**src/rtl/tmr4_pkg.sv**
```systemverilog
package tmr4_pkg;
  localparam int CNT_W  = 14;
  localparam int BYTE_W = 8;
  localparam int HI_W   = CNT_W - BYTE_W;
  localparam int MODE_W = 2;
  localparam int ADDR_W = 2;
  localparam int CMD_W  = 2;

  typedef logic [CNT_W-1:0]  cnt_t;
  typedef logic [BYTE_W-1:0] byte_t;

  typedef enum logic [CMD_W-1:0] {
    CMD_NOP     = 2'b00,
    CMD_HALT    = 2'b01,
    CMD_HALT_TC = 2'b10,
    CMD_START   = 2'b11
  } cmd_e;

  typedef enum logic [ADDR_W-1:0] {
    A_CMD   = 2'd0,
    A_LO    = 2'd1,
    A_HI    = 2'd2,
    A_SPARE = 2'd3
  } addr_e;

  typedef struct packed {
    logic pulse;
    logic cont;
  } mode_t;

  function automatic cnt_t join_count(input byte_t hi, input byte_t lo);
    return {hi[HI_W-1:0], lo};
  endfunction

  function automatic mode_t join_mode(input byte_t hi);
    return mode_t'(hi[BYTE_W-1 -: MODE_W]);
  endfunction

  function automatic logic count_ok(input cnt_t n);
    return n >= cnt_t'(2);
  endfunction

  function automatic logic square_high(input cnt_t cnt, input cnt_t n);
    return cnt > (n >> 1);
  endfunction

  function automatic logic pulse_high(input cnt_t cnt);
    return cnt != cnt_t'(1);
  endfunction

  function automatic logic is_terminal(input cnt_t cnt);
    return cnt <= cnt_t'(1);
  endfunction
endpackage

```
**src/rtl/tmr4_tick.sv**
```systemverilog
module tmr4_tick #(
  parameter int STAGES = 2
) (
  input  logic clk,
  input  logic rst_n,
  input  logic tmr_clk_in,
  output logic tick
);
  localparam int CHAIN_W = STAGES + 1;

  logic [CHAIN_W-1:0] chain;

  always_ff @(posedge clk) begin
    if (!rst_n) chain <= '0;
    else        chain <= {chain[CHAIN_W-2:0], tmr_clk_in};
  end

  assign tick = chain[STAGES-1] & ~chain[STAGES];
endmodule

```
**src/rtl/tmr4_regs.sv**
```systemverilog
module tmr4_regs
  import tmr4_pkg::*;
(
  input  logic              clk,
  input  logic              rst_n,
  input  logic              wr_en,
  input  logic [ADDR_W-1:0] wr_addr,
  input  byte_t             wr_data,
  output cnt_t              stage_n,
  output mode_t             stage_mode
);
  byte_t lo_q, hi_q;

  always_ff @(posedge clk) begin
    if (!rst_n) begin
      lo_q <= '0;
      hi_q <= '0;
    end else if (wr_en) begin
      case (addr_e'(wr_addr))
        A_LO:    lo_q <= wr_data;
        A_HI:    hi_q <= wr_data;
        default: ;
      endcase
    end
  end

  assign stage_n    = join_count(hi_q, lo_q);
  assign stage_mode = join_mode(hi_q);
endmodule

```
**src/rtl/tmr4_core.sv**
```systemverilog
module tmr4_core
  import tmr4_pkg::*;
(
  input  logic  clk,
  input  logic  rst_n,
  input  logic  tick,
  input  logic  cmd_wr,
  input  cmd_e  cmd,
  input  cnt_t  stage_n,
  input  mode_t stage_mode,
  output logic  running,
  output cnt_t  cnt,
  output cnt_t  cur_n,
  output mode_t cur_mode
);
  logic stop_pend;
  logic terminal;

  assign terminal = is_terminal(cnt);

  always_ff @(posedge clk) begin
    if (!rst_n) begin
      running   <= 1'b0;
      cnt       <= '0;
      cur_n     <= '0;
      cur_mode  <= '0;
      stop_pend <= 1'b0;
    end else begin
      if (running && tick) begin
        if (terminal) begin
          if (cur_mode.cont && !stop_pend) begin
            cnt <= cur_n;
          end else begin
            running   <= 1'b0;
            stop_pend <= 1'b0;
          end
        end else begin
          cnt <= cnt - cnt_t'(1);
        end
      end
      if (cmd_wr) begin
        case (cmd)
          CMD_START: begin
            cur_n     <= stage_n;
            cur_mode  <= stage_mode;
            cnt       <= stage_n;
            running   <= count_ok(stage_n);
            stop_pend <= 1'b0;
          end
          CMD_HALT: begin
            running   <= 1'b0;
            stop_pend <= 1'b0;
          end
          CMD_HALT_TC: begin
            if (running) stop_pend <= 1'b1;
          end
          default: ;
        endcase
      end
    end
  end
endmodule

```
**src/rtl/tmr4_wave.sv**
```systemverilog
module tmr4_wave
  import tmr4_pkg::*;
(
  input  logic  clk,
  input  logic  rst_n,
  input  logic  running,
  input  cnt_t  cnt,
  input  cnt_t  cur_n,
  input  mode_t cur_mode,
  output logic  tmr_out
);
  logic level;

  always_comb begin
    if (!running)           level = 1'b1;
    else if (cur_mode.pulse) level = pulse_high(cnt);
    else                    level = square_high(cnt, cur_n);
  end

  always_ff @(posedge clk) begin
    if (!rst_n) tmr_out <= 1'b1;
    else        tmr_out <= level;
  end
endmodule

```
**src/rtl/tmr4_top.sv**
```systemverilog
module tmr4_top
  import tmr4_pkg::*;
#(
  parameter int SYNC_STAGES = 2
) (
  input  logic              clk,
  input  logic              rst_n,
  input  logic              wr_en,
  input  logic [ADDR_W-1:0] wr_addr,
  input  logic [BYTE_W-1:0] wr_data,
  input  logic              tmr_clk_in,
  output logic              tmr_out
);
  logic             tick;
  logic             cmd_wr;
  logic [CMD_W-1:0] cmd_code;
  cnt_t             stage_n;
  mode_t            stage_mode;
  logic             running;
  cnt_t             cnt;
  cnt_t             cur_n;
  mode_t            cur_mode;

  assign cmd_wr   = wr_en && (addr_e'(wr_addr) == A_CMD);
  assign cmd_code = wr_data[BYTE_W-1 -: CMD_W];

  tmr4_tick #(.STAGES(SYNC_STAGES)) u_tick (
    .clk        (clk),
    .rst_n      (rst_n),
    .tmr_clk_in (tmr_clk_in),
    .tick       (tick)
  );

  tmr4_regs u_regs (
    .clk        (clk),
    .rst_n      (rst_n),
    .wr_en      (wr_en),
    .wr_addr    (wr_addr),
    .wr_data    (wr_data),
    .stage_n    (stage_n),
    .stage_mode (stage_mode)
  );

  tmr4_core u_core (
    .clk        (clk),
    .rst_n      (rst_n),
    .tick       (tick),
    .cmd_wr     (cmd_wr),
    .cmd        (cmd_e'(cmd_code)),
    .stage_n    (stage_n),
    .stage_mode (stage_mode),
    .running    (running),
    .cnt        (cnt),
    .cur_n      (cur_n),
    .cur_mode   (cur_mode)
  );

  tmr4_wave u_wave (
    .clk      (clk),
    .rst_n    (rst_n),
    .running  (running),
    .cnt      (cnt),
    .cur_n    (cur_n),
    .cur_mode (cur_mode),
    .tmr_out  (tmr_out)
  );
endmodule

```
**config.mk**
```make
export PLATFORM = sky130hd
export DESIGN_NAME = tmr4_top
export DESIGN_NICKNAME = d
export VERILOG_FILES = /design/src/rtl/tmr4_pkg.sv /design/src/rtl/tmr4_tick.sv /design/src/rtl/tmr4_regs.sv /design/src/rtl/tmr4_core.sv /design/src/rtl/tmr4_wave.sv /design/src/rtl/tmr4_top.sv
export SDC_FILE = /design/constraint.sdc
export NUM_CORES = 1
export LEC_CHECK = 0
export ABC_AREA = 1
export BUFFER_PORTS_ARGS = -buffer_cell sky130_fd_sc_hd__buf_4
export CORE_ASPECT_RATIO = 1.2
export CORE_UTILIZATION = 61
export DETAILED_ROUTE_END_ITERATION = 6
export PLACE_DENSITY = 0.79
export SLEW_MARGIN = 15
export SYNTH_ARGS = -nofsm -noshare
export SYNTH_HDL_FRONTEND = slang
export SYNTH_SLANG_ARGS = --single-unit
```
**constraint.sdc**
```tcl
create_clock -name clk -period 2.1 [get_ports clk]
set_clock_uncertainty 0.2 [all_clocks]
set_input_delay 0.315 -clock clk [delete_from_list [all_inputs] [get_ports clk]]
set_output_delay 0.315 -clock clk [all_outputs]
set_load 0.005 [all_outputs]
```
After elaboration in Yosys (flattened, before gate mapping)
Cells that the tools add are included.
W data, S select, Z words.
{ "classes": {"addsub": 1, "order_cmp": 3, "n_eq_ne": 6, "mux": 17, "bitwise": 2, "reduce_logical": 10} }
{ "op_table": {"columns": ["cell", "count"], "rows": [
  ["$mux W14", 5],
  ["$ge A14 B2 Y1 const B", 1],
  ["$gt A14 B13 Y1", 1],
  ["$le A14 B1 Y1 const B", 1],
  ["$ne A14 B1 Y1 const B", 1],
  ["$sub A14 B1 Y14 const B", 1],
  ["$mux W1", 10],
  ["$reduce_and A2 Y1", 4],
  ["$eq A2 B2 Y1 const B", 3],
  ["$eq A2 B1 Y1 const B", 2],
  ["$pmux W1 S2", 2],
  ["$logic_and A1 B1 Y1", 3],
  ["$logic_not A2 Y1", 1],
  ["$reduce_or A2 Y1", 1],
  ["$and A1 B1 Y1", 1],
  ["$logic_not A1 Y1", 1],
  ["$not A1 Y1", 1]
]} }
{ "word_totals": {"regBits": 52, "inputBits": 14, "word_cells": 49} }

Logic depth before layout (Yosys ltp)
{ "depth": {"ltp_word": 8, "ltp_mapped": 12, "mapped_depth_nobuf": 11} }

Hierarchy
Synthesis repeated with hierarchy kept, for this count alone.
{ "hier_totals": {"cells_unflattened": 536, "hier_area_um2": 3289.4} }
{ "by_module_without_submodules": {"columns": ["module", "n_inst", "cells_per_inst", "area_per_inst_um2", "seq_area_each_um2"], "rows": [
  ["tmr4_core", 1, 333, 2019.4, 640.6],
  ["tmr4_regs", 1, 104, 699.4, 320.3],
  ["tmr4_wave", 1, 85, 464.2, 20.0],
  ["tmr4_tick", 1, 11, 92.6, 60.1],
  ["tmr4_top", 1, 3, 13.8, 0.0]
]} }

Worst setup path before layout
OpenSTA, ideal clock, no wires.
{ "synth_timing": {"kind": "register to register", "from": "register u_core.cnt[0]", "to": "register u_core.cnt[3]", "setup_ns": 0.072, "arrival_time_ns": 1.456, "t_required_ns": 1.828, "setup_slack_ns": 0.372, "path_stages_with_launch": 13, "synth_period_minus_slack_ns": 1.728, "cell_sequence": "dfxtp_1 inv_1 ha_1 nand2_2 inv_2 nand3_4 nand2_4 buf_12 nand2_1 nand3_1 nand2_1 nand2_1 a21oi_1"} }
{ "synth_via": {"elab_chain_len": 5, "elab_cells_between_ends": 6, "classes_between": "add/sub: 1; order compare: 1; mux: 4"} }
{ "synth_lines": {"columns": ["item", "line_no", "rtl"], "rows": [
  ["from (decl)", "tmr4_core.sv:12", "output cnt_t cnt,"],
  ["from (signal assigned)", "tmr4_core.sv:32", "cnt <= cur_n;"],
  ["from (signal assigned)", "tmr4_core.sv:38", "cnt <= cnt - cnt_t'(1);"],
  ["from (signal assigned)", "tmr4_core.sv:46", "cnt <= stage_n;"],
  ["$sub A14 B1 Y14 or $le A14 B1 Y1 (tied branches)", "tmr4_core.sv:38, tmr4_pkg.sv:52", null],
  ["$mux W14 (*)", "tmr4_core.sv:30", "if (terminal) begin"],
  ["$mux W14 (*)", "tmr4_core.sv:29", "if (running && tick) begin"],
  ["$mux W14", "tmr4_core.sv:42", "case (cmd)"],
  ["$mux W14 (*)", "tmr4_core.sv:41", "if (cmd_wr) begin"]
]} }
Every way passes the cells marked *; elsewhere a longest branch is shown, timed or not.
A chain may end at the register's enable or synchronous reset.

Final worst setup path
{ "layout_timing": {"from": "register u_core.cnt[1]", "to": "register u_core.cnt[9]"} }
Same word-level chain as after synthesis.

==> results.cfg <==
[detailed_routing]
drc = 0
viasPerCell = 5.63
dr.pass1.iters = 5
drtAntennaViolNets = 0
drt_iter0_drc = 226
wl_mm = 7.62
detail_route.wl_per_cell_um = 14.8
num_vias = 2897

[finish]
final_cells = 515
nets = 485
multi_input_area_um2 = 1800
num_antenna_cells = 0
fin_util_pct = 71.3
fillers = 425
regArea_um2 = 1040
drive_gt1_share_pct = 16.0
synthToLayoutAreaGrowth_pct = 9.72

[placed_design]
dpl_worst_slack_ps = 96.4
portBuffers = 14
place_congestion = 0.883
dpl.hpwl_mm = 5.69
placed_cells = 505

[synth]
synth_cell_types = 35
ys_ff_latch = 52
synth_edf_count = 0
yosysSeqAreaShare_pct = 33.8
yosysMostFrequentCell = nand2_1
yosys_most_used_dff = dfxtp_1
ys_warn_count = 0
netlist_top_cells_count = nand2_1 (103), dfxtp_1 (52), nor2_1 (47)
netlist_area_um2 = 3080
synth_top_area_share_pct = 33.8
yosysTopAreaCell = dfxtp_1
synthArstFlopShare_pct = 0
yosys-top-cells-area = dfxtp_1 (34%), nand2_1 (13%), ha_1 (6.1%)
syn-num-nets = 465
synth_area_per_cell_um2 = 7.05
netlist_instances = 436

[power_and_ir_drop]
p_int_mw = 1.32
power_density_nw_per_um2 = 531
clock_power_share_pct = 33.5
netSwitchingFraction_pct = 26.5
power_frac_seq_pct = 57.1
p_leak_nw = 1.45
vdd_drop_max_v = 0.000412
power.share.combinational_pct = 9.3
p_total_mw = 1.79
p_sw_mw = 0.475

[floorplan]
initial_core_util_pct = 65.0
dieArea_um2 = 5330
num_rows = 27
dieHeight_um = 79.8
core_region_area_um2 = 4730
die_w_um = 66.8
io_pins = 15

[global_routing]
antenna_found_initial = 0
grt_pass1_vias = 2654
grt-ovfl-total = 0
track_usage_pct = 30.8
grt_first_pass_wirelength_mm = 12.4
grt_start_max_net_pins = 32

[clocking]
cts_made_buffers = 5
cts_setup_buffers = 0
cts-root-buf = clkbuf_8
cts_num_sinks = 52
cts_max_path_buffers = 2
htree_levels = 2
cts_tree = built
insertion_delay_ps = 310
clk_pin_slew_ps = 100

[run]
max_cap_viol_count = 0

[worst_setup_path]
critPathKind = flop to flop
slowest_delay_ps = 350
critical_path.slowest_cell = dfxtp_1
path_max_fanout = 9
cp.required_ps = 2090
cp_top_family = simple AND/OR/NAND/NOR gates
worstPathCellList = inv_1 -> ha_1 -> nand2_1 -> nor2_2 -> nand2_4 -> nand2_8 -> nand2_1 -> o21bai_1 -> nor2_1 -> nor2_1 -> nor2_1
worst_ep_arrival_time_ps = 1980
end_kind = flop
worst-path-buf-inv = 1
startpoint_type = flop
critPathMostFrequentCell = nor2_1

[timing]
finalCritPeriodShare_pct = 94.4
max_slew_margin_pct = 72.0
fmaxAchievable_mhz = 504
tns_ps = 0
period_needed_ps = 1980
hold_viol = 0
setup_slack_ps = 117
setup_viol = 0
grt_setup_unrepaired = false
worst_pin_slew_ps = 416
maxSlewViolCount = 0

[worst_hold_path]
worstHoldPathType = primary input to flop

[status]
status = complete, no violations
per-stage QoR:
| step | cell area [um^2] | hold WS (ps) |
|---|---|---|
| floorplan | 3080 | 190 |
| global placement | 3250 | 192 |
| detailed placement | 3250 | 203 |
| CTS | 3350 | 46.3 |
| global route | 3370 | 46.2 |
| finish | 3370 | 47.4 |
power groups by stage:
stage	Sequential [mW]	Clock (mW)	Combinational, mW
after floorplan	1.04	0	0.111
after global placement	1.05	0	0.159
after detailed placement	1.05	0	0.160
after CTS	1.02	0.597	0.163
after global routing	1.03	0.640	0.184
final	1.02	0.601	0.167
area by class of cell:
type,count,share of cell area (%)
tap,58,2.15
multi-input combinational,327,53.2
timing repair buffer,26,6.23
inverter,44,4.89
sequential,52,30.8
clock inverter,2,0.519
clock buffer,6,2.15
worst reg2reg max path, delay by kind of cell (launching register included):
kind,cells,cell delay (ps)
compound gates,1,160
fa+ha+maj,1,190
buf+inv,1,170
flops,1,350
simple gates,8,790
repair_timing:
action / CTS / global route
hold buffers: 1 / 0
hold endpoints to repair: 1 / 0
gates resized for setup: 0 / 4
endpoints found under the setup margin: 0 / 10
routing by layer:
| layer | vias up | track usage [%] | part of all wire, % |
|---|---|---|---|
| met5 | - | 0 | 0 |
| met4 | 0 | 8.94 | 1.4 |
| met3 | 11 | 4.14 | 4.3 |
| met2 | 83 | 53.6 | 50 |
| met1 | 1329 | 38.8 | 44 |
| li1 | 1474 | - | - |
cells by family after synthesis:
group / synth area share [%]
AND/OR/NAND/NOR: 35.8
AO/OA/AOI/OAI: 14.4
buffers and inverters: 8.67
flip-flops: 33.8
adder cells (fa/ha/maj): 6.10
XOR/XNOR: 1.14
sequential cells by signal, indices dropped and copies added, names as in the netlist:
register	flops
u_core.running	1
u_core.cur_mode	2
u_wave.tmr_out	1
u_core.cnt	14
u_regs.hi_q	8
u_core.cur_n	14
u_regs.lo_q	8
u_core.stop_pend	1
u_tick.chain	3
cells in the final DEF (no fill, tap or decap), drive strengths merged:
master	n
a21oi	41
buf	25
clkbuf	6
dfxtp	52
dlygate4sd3	1
ha	15
inv	46
nand2	111
nand3	39
nand3b	2
nand4	9
nor2	56
nor3	6
nor4	4
o2111ai	1
o211ai	3
o21ai	34
o21bai	1
o31ai	1
xnor2	2
xor2	2
worst paths after layout:
kind         cells after the start                       start                     endpoint  slack, ps
min                              3                  wr_data[1]  u_regs.hi_q[1]$_SDFFE_PN0P_         50
min reg2reg                      2  u_tick.chain[0]$_SDFF_PN0_   u_tick.chain[1]$_SDFF_PN0_        240
max reg2reg                     11    u_core.cnt[1]$_SDFF_PN0_     u_core.cnt[9]$_SDFF_PN0_        120
max                             11    u_core.cnt[1]$_SDFF_PN0_     u_core.cnt[9]$_SDFF_PN0_        120
Note: power is estimated with default switching activity, not from simulation.
